`src/rtl/i2c_mem_addr_front.sv`:
```
module i2c_mem_addr_front #(
  parameter logic [3:0] DEV_CODE = 4'b1010,
  parameter int SYNC = 2
) (
  input  logic        clk,
  input  logic        rst_n,
  input  logic        scl_in,
  input  logic        sda_in,
  input  logic [2:0]  chip_sel,
  input  logic        ptr_inc,
  output logic        sda_oe,
  output logic [15:0] word_ptr,
  output logic        rd_nwr,
  output logic        sel_stb,
  output logic        ptr_load
);
  typedef enum logic [2:0] {S_IDLE, S_CTRL, S_AHI, S_ALO, S_HOLD} st_t;

  logic [SYNC-1:0] scl_sh, sda_sh;
  logic scl_p, sda_p;
  logic [3:0] cnt;
  logic [7:0] sr, hi;
  st_t st;

  wire scl_s = scl_sh[SYNC-1];
  wire sda_s = sda_sh[SYNC-1];
  wire scl_rise = scl_s & ~scl_p;
  wire scl_fall = ~scl_s & scl_p;
  wire start_c = scl_s & scl_p & sda_p & ~sda_s;
  wire stop_c  = scl_s & scl_p & ~sda_p & sda_s;
  wire hit = (sr[7:4] == DEV_CODE) && (sr[3:1] == chip_sel);

  always_ff @(posedge clk or negedge rst_n) begin
    if (!rst_n) begin
      scl_sh <= '1;
      sda_sh <= '1;
      scl_p  <= 1'b1;
      sda_p  <= 1'b1;
    end else begin
      scl_sh <= {scl_sh[SYNC-2:0], scl_in};
      sda_sh <= {sda_sh[SYNC-2:0], sda_in};
      scl_p  <= scl_s;
      sda_p  <= sda_s;
    end
  end

  always_ff @(posedge clk or negedge rst_n) begin
    if (!rst_n) begin
      st <= S_IDLE;
      cnt <= '0;
      sr <= '0;
      hi <= '0;
      sda_oe <= 1'b0;
      word_ptr <= '0;
      rd_nwr <= 1'b0;
      sel_stb <= 1'b0;
      ptr_load <= 1'b0;
    end else begin
      sel_stb <= 1'b0;
      ptr_load <= 1'b0;
      if (ptr_inc) word_ptr <= word_ptr + 16'd1;
      if (start_c || stop_c) begin
        st <= start_c ? S_CTRL : S_IDLE;
        cnt <= '0;
        sda_oe <= 1'b0;
      end else if (st != S_IDLE) begin
        if (scl_rise) begin
          if (cnt < 4'd8) sr <= {sr[6:0], sda_s};
          cnt <= cnt + 4'd1;
        end else if (scl_fall) begin
          if (cnt == 4'd8) begin
            case (st)
              S_CTRL: begin
                if (hit) begin
                  sda_oe <= 1'b1;
                  rd_nwr <= sr[0];
                  sel_stb <= 1'b1;
                  st <= sr[0] ? S_HOLD : S_AHI;
                end else begin
                  st <= S_HOLD;
                end
              end
              S_AHI: begin
                sda_oe <= 1'b1;
                hi <= sr;
                st <= S_ALO;
              end
              S_ALO: begin
                sda_oe <= 1'b1;
                word_ptr <= {hi, sr};
                ptr_load <= 1'b1;
                st <= S_HOLD;
              end
              default: ;
            endcase
          end else if (cnt == 4'd9) begin
            sda_oe <= 1'b0;
            cnt <= '0;
          end
        end
      end
    end
  end
endmodule


```
`config.mk`:
```
export PLATFORM = sky130hd
export DESIGN_NAME = i2c_mem_addr_front
export DESIGN_NICKNAME = d
export VERILOG_FILES = /design/src/rtl/i2c_mem_addr_front.sv
export SDC_FILE = /design/constraint.sdc
export NUM_CORES = 1
export LEC_CHECK = 0
export BUFFER_PORTS_ARGS = -buffer_cell sky130_fd_sc_hd__buf_4
export CAP_MARGIN = 5
export CORE_MARGIN = 2
export CORE_UTILIZATION = 52
export DETAILED_ROUTE_END_ITERATION = 10
export GPL_TIMING_DRIVEN = 1
export PLACE_DENSITY_LB_ADDON = 0.05
export SYNTH_ARGS = -nofsm -noshare
export SYNTH_HDL_FRONTEND = slang
export SYNTH_SLANG_ARGS = --single-unit
export TNS_END_PERCENT = 10
```
`constraint.sdc`:
```
create_clock -name clk -period 2.05 [get_ports clk]
set_input_delay 0.3075 -clock clk [delete_from_list [all_inputs] [get_ports clk]]
set_output_delay 0.3075 -clock clk [all_outputs]
set_load 0.02 [all_outputs]
```
Word level (Yosys, flattened, before mapping)
Cells that the tools add are included.

word-level totals
  register bits after elaboration = 49
  bits in latches = 0
  RAM bits = 0
  memory bits (read-only) = 0
  logic and storage cells = 100
  memories kept = 0

operators by class
  add/sub/neg operators = 2
  multiply operators = 0
  divide/modulo/power cells = 0
  magnitude comparators = 1
  eq/ne operators = 11
  shifts and indexed selects = 0
  mux-type cells = 43
  bitwise operators = 13
  reductions and logical operators = 17

operators with widths
  kind                                                                    count
  16-bit 2-to-1 mux                                                       7
  4-bit 2-to-1 mux                                                        6
  1-bit 2-to-1 mux                                                        21
  3-bit 2-to-1 mux                                                        7
  16-bit by 1-bit adder with 16-bit output (second input constant)        1
  4-bit equality test (second input constant)                             3
  6-bit AND reduction                                                     2
  3-bit nonzero test                                                      4
  3-bit case mux with 3 select lines                                      1
  4-bit AND reduction                                                     2
  1-bit AND                                                               7
  7-bit AND reduction                                                     1
  3-bit by 2-bit equality test with 1-bit output (second input constant)  2
  1-bit NOT                                                               6
  2-bit nonzero test                                                      3
  5-bit AND reduction                                                     1
  4-bit by 1-bit adder with 4-bit output (second input constant)          1
  4-bit < comparator (second input constant)                              1
  4-bit by 3-bit != test with 1-bit output (second input constant)        1
  4-bit != test (second input constant)                                   1
  4-bit nonzero test                                                      1
  3-bit by 1-bit equality test with 1-bit output (second input constant)  1
  3-bit equality test                                                     1
  3-bit != test (second input constant)                                   1
  other kinds (5)                                                         5

Logic depth before layout (Yosys ltp)
  depth after elaboration = 9
  mapped depth = 9

Worst setup path after synthesis
No wires, ideal clock.

  path kind = register to register
  from = register scl_p
  to = register word_ptr[14]
  library setup time = 125 ps
  data arrival time = 1957 ps
  data required time = 1925 ps
  slack = -32 ps
  cell stages (with the launch flop) = 9
  buffers on the path = 2
  clock period less this slack = 2082 ps
  cells stage by stage = dfstp_2 -> inv_1 -> ha_1 -> nand4bb_1 -> nor2_2 -> and4_1 -> buf_4 -> buf_6 -> mux2_4

between the ends
  longest elaborated chain between the ends = 5
  elaborated cells on any way between the ends = 13

RTL lines
  item                                                          line    source
  start: declaration                                            20      logic scl_p, sda_p;
  start signal: assignment                                      42      scl_p <= scl_s;
  1-bit AND, or another cell as far along                       28      wire scl_fall = ~scl_s & scl_p;
  16-bit 2-to-1 mux, or another cell as far along               70      end else if (scl_fall) begin
  16-bit 2-to-1 mux, or another cell as far along               67      if (scl_rise) begin
  16-bit 2-to-1 mux / 1-bit logical OR (equally long branches)  66, 62
  16-bit 2-to-1 mux *                                           62      if (start_c || stop_c) begin
  end signal: assignment                                        61      if (ptr_inc) word_ptr <= word_ptr + 16'd1;
  end signal: assignment                                        90      word_ptr <= {hi, sr};
  end: declaration                                              12      output logic [15:0] word_ptr,

Every way passes the cells marked *; elsewhere a longest branch is shown, timed or not.
A chain may end at the register's enable or synchronous reset.

Final worst setup path
  from = register scl_p
  to = register rd_nwr

between the ends
  longest elaborated chain between the ends = 6
  elaborated cells on any way between the ends = 12

RTL lines
  item                                       line    source
  1-bit AND                                  29, 30
  1-bit AND (on tied branches) (2 in a row)  29, 30
  1-bit logical OR                           62
  1-bit NOT (no source line)                 n/a
  7-bit AND reduction (no source line) *     n/a
  end signal: assignment                     76      rd_nwr <= sr[0];
  end: declaration                           13      output logic rd_nwr,

Marked as above.

==> impl_summary.log <==
[metrics] max-cap viol count: 0
[metrics] clock root cell: clkbuf_8
[metrics] clock tree from TritonCTS: built
[metrics] TritonCTS sink count: 49
[metrics] Antenna Nets Post-Route: 0
[metrics] Ys Warns: 0
[metrics] count of buffers added by post-CTS timing repair for setup: 0
[metrics] starting density of the core: 0.542
[metrics] average routed wire per standard cell: 15.5 microns
[metrics] die span in x: 71.3 microns
[metrics] CP max stage cell: dfstp_2
[metrics] FILL cells: 356
[metrics] wire length of the first global-routing pass: 8080 microns
[metrics] Hold Slack: 0.00195 ns
[metrics] number of buffers inserted during clock tree synthesis: 5
[metrics] Leak Pwr: 1.22 nW
[metrics] number of endpoints with negative hold slack in the final report: 0
[metrics] antenna cell count: 0
[metrics] number of buffers and inverters on the critical path: 2
[metrics] length in cells of the worst reg-to-reg path: 8
[metrics] Iteration-0 DRC Markers: 82
[metrics] area added between synthesis and finish: 17.6%
[metrics] global routing usage summed across all routing layers: 0.204
[metrics] antenna violations before repair: 0
[metrics] deepest level of the CTS H-tree: 2
[metrics] Remaining Overflow, GRT: 0
[metrics] Critical Path Start: scl_p
[metrics] number of synthesized register bits: 49
[metrics] Top-Level Pins: 28
[metrics] maximum number of pins on one net before global-route repair: 50
[metrics] die height: 71.3 microns
[metrics] post-synthesis average cell area: 11.1 sq um
[metrics] DRC violation count after routing: 0
[metrics] final setup fails: 0
[metrics] clock tree buffer depth: 2
[metrics] CTS resizes: 0
[metrics] gate family responsible for the most delay along the worst path: simple AND/OR/NAND/NOR gates
[metrics] CP Max Fanout: 4
[metrics] signal arrival time at the worst endpoint: 2.17 ns
[metrics] total power of the final layout: 2.87 mW
[metrics] via count of the routed design: 1722
[metrics] startpoint of the worst-slack reg-to-reg timing path: scl_p
[metrics] commonest non-fill, non-tap cell in the layout: dfrtp_1
[metrics] net count after synthesis: 228
[metrics] pwr dens: 1030 nW/um^2
[metrics] WP depth: 8
[metrics] critical path endpoint category: flip-flop
[metrics] post-route setup TNS: 0 ns
[metrics] shortest period the worst path allows: 1.99 ns
[metrics] Worst Max-Slew Pin Slew: 0.609 ns
[metrics] combined area of all synthesized cells: 2360 sq um
[metrics] crit share post-route: 0.971
[metrics] result of the run: finished clean
[metrics] part of the Yosys area used for sequential elements: 0.523
[metrics] Fmax: 0.502 GHz
[metrics] iteration count of the initial detailed-routing pass: 4
[metrics] final weighted congestion of routability-driven global placement: 0.868
[metrics] Setup CP Type: flip-flop to flip-flop
[metrics] critical path startpoint category: flip-flop
[metrics] total wire length: 4690 microns
[metrics] vias per cell: 5.68
[metrics] ratio of cells with drive above 1 in the final layout: 0.315
[metrics] number of buffers added to fix hold violations after cts: 0
[metrics] number of buffers added on ports: 27
[metrics] worst min path class: input port to async pin
[metrics] worst-skew pair later-pin latency: 0.30 ns
[metrics] floorplan row count: 24
[metrics] unrepaired setup endpoints after global routing: yes
[metrics] Final Net Count: 265
[metrics] highest-count cells in the layout ignoring fill and taps: 43 x dfrtp_1, 36 x buf_4, 27 x nand2_1
[metrics] headroom to the max-slew limit: 0.594
[metrics] half-perimeter wire length after detailed placement: 3490 microns
[metrics] worst-case vdd ir drop: 0.554 mV
[metrics] DIE AREA: 5090 sq um
[metrics] Critical Path RT: 2.23 ns
[metrics] vias in the first global route: 1798
[metrics] delay of the slowest critical-path stage: 0.55 ns
[metrics] post-synth cell types: 42
[metrics] final number of max-transition violations: 0
[metrics] CORE AREA: 4350 sq um
[metrics] CTS clock-pin slew for the worst setup and hold paths: 0.09 ns
[metrics] Final Skew: 0.0114 ns
[metrics] post-layout util: 0.637
[metrics] ordered list of cells on the worst path: inv_1, ha_1, nand4bb_4, nor2_2, buf_4, nand3_1, nor2_1, mux2_2
[metrics] post-synthesis instance total: 213
## path summary, 6_finish.rpt
path                                to  slack [ns]
max                             rd_nwr        0.06
min                        word_ptr[5]       0.002
max reg2reg                     rd_nwr        0.06
min reg2reg                  sda_sh[1]        0.36
max in group asynchronous        hi[1]        1.63
min in group clk             scl_sh[0]        0.10
## routing by layer
layer	track usage	vias up	part of all wire
li1	-	810	-
met4	0.0985	0	0.023
met3	0.0492	10	0.037
met1	0.238	863	0.42
met5	0	-	0
met2	0.353	39	0.52
## per-stage QoR
stage               cell area (sq um)  cells  setup slack (ns)
finish                           2770    303            0.0596
global placement                 2680    295             0.132
global route                     2770    303           -0.0339
CTS                              2770    303            0.0631
detailed placement               2680    295            0.0794
floorplan                        2370    213            0.0103
## cells in the mapped netlist
cell type / number / area (sq um)
mux2i_1: 1 / 10.0
and4bb_2: 1 / 12.5
nor2b_1: 3 / 18.8
nor4b_4: 1 / 23.8
nor3_1: 3 / 15.0
nand4_1: 6 / 37.5
a21o_1: 1 / 7.51
xor2_1: 8 / 70.1
and3_1: 1 / 6.26
nor2_2: 1 / 6.26
nand2b_1: 1 / 6.26
buf_2: 1 / 5.00
a311oi_1: 1 / 8.76
nor4b_1: 1 / 8.76
a22oi_1: 1 / 7.51
o21ai_0: 17 / 85.1
buf_6: 1 / 11.3
xnor2_1: 11 / 96.3
inv_1: 7 / 26.3
a21oi_1: 2 / 10.0
or2_2: 1 / 6.26
mux2_4: 1 / 15.0
a32oi_1: 1 / 8.76
nand3_1: 9 / 45.0
dfstp_2: 6 / 158
nor3_2: 1 / 10.0
clkbuf_1: 2 / 7.51
o21ai_1: 1 / 5.00
ha_1: 7 / 87.6
or2_1: 1 / 6.26
nand4bb_1: 1 / 11.3
mux2_2: 18 / 203
nor2_1: 14 / 52.6
dfrtp_1: 43 / 1080
nor4_1: 2 / 12.5
o41ai_1: 2 / 17.5
o21a_4: 1 / 15.0
nand3_2: 1 / 10.0
nand2_1: 27 / 101
buf_4: 3 / 22.5
and4_1: 1 / 8.76
a31oi_1: 1 / 6.26
## worst register-to-register path: stages, from the launching register on
cell and delay, ns:
dfstp_2 0.55, inv_1 0.04, ha_1 0.18, nand4bb_4 0.24, nor2_2 0.12, buf_4 0.14
nand3_1 0.09, nor2_1 0.15, mux2_2 0.35
## layout make-up
type	instances	area, sq um	share of cell area
flip-flops and latches	49	1230	0.445
repair buffers	37	290	0.105
clock inverters	3	17.5	0.00632
clock buffers	5	68.8	0.0248
well taps	52	65.1	0.0235
inverters	7	26.3	0.00948
multi-input cells	150	1070	0.386
## kinds of logic (layout without fill, tap and decap cells)
logic type / after synthesis / in the layout / synth area share
compound gates: 28 / 28 / 0.0727
xor+xnor: 19 / 19 / 0.0706
fa+ha+maj: 7 / 7 / 0.0371
flops: 49 / 49 / 0.523
mux: 20 / 20 / 0.0965
buf+inv: 14 / 52 / 0.0308
simple gates: 76 / 76 / 0.169
## report_power, final
group	switching [mW]	internal [mW]
logic	0.434	0.411
clock network	0.324	0.236
registers	0.287	1.18
## flip-flops by register name, summed over array words and instances, names as in the netlist, 2 cells and up
name and cells:
cnt 4, hi 8, scl_sh 2, sda_sh 2, sr 8, st 3
word_ptr 16
Power figures use the tool's default switching activity.
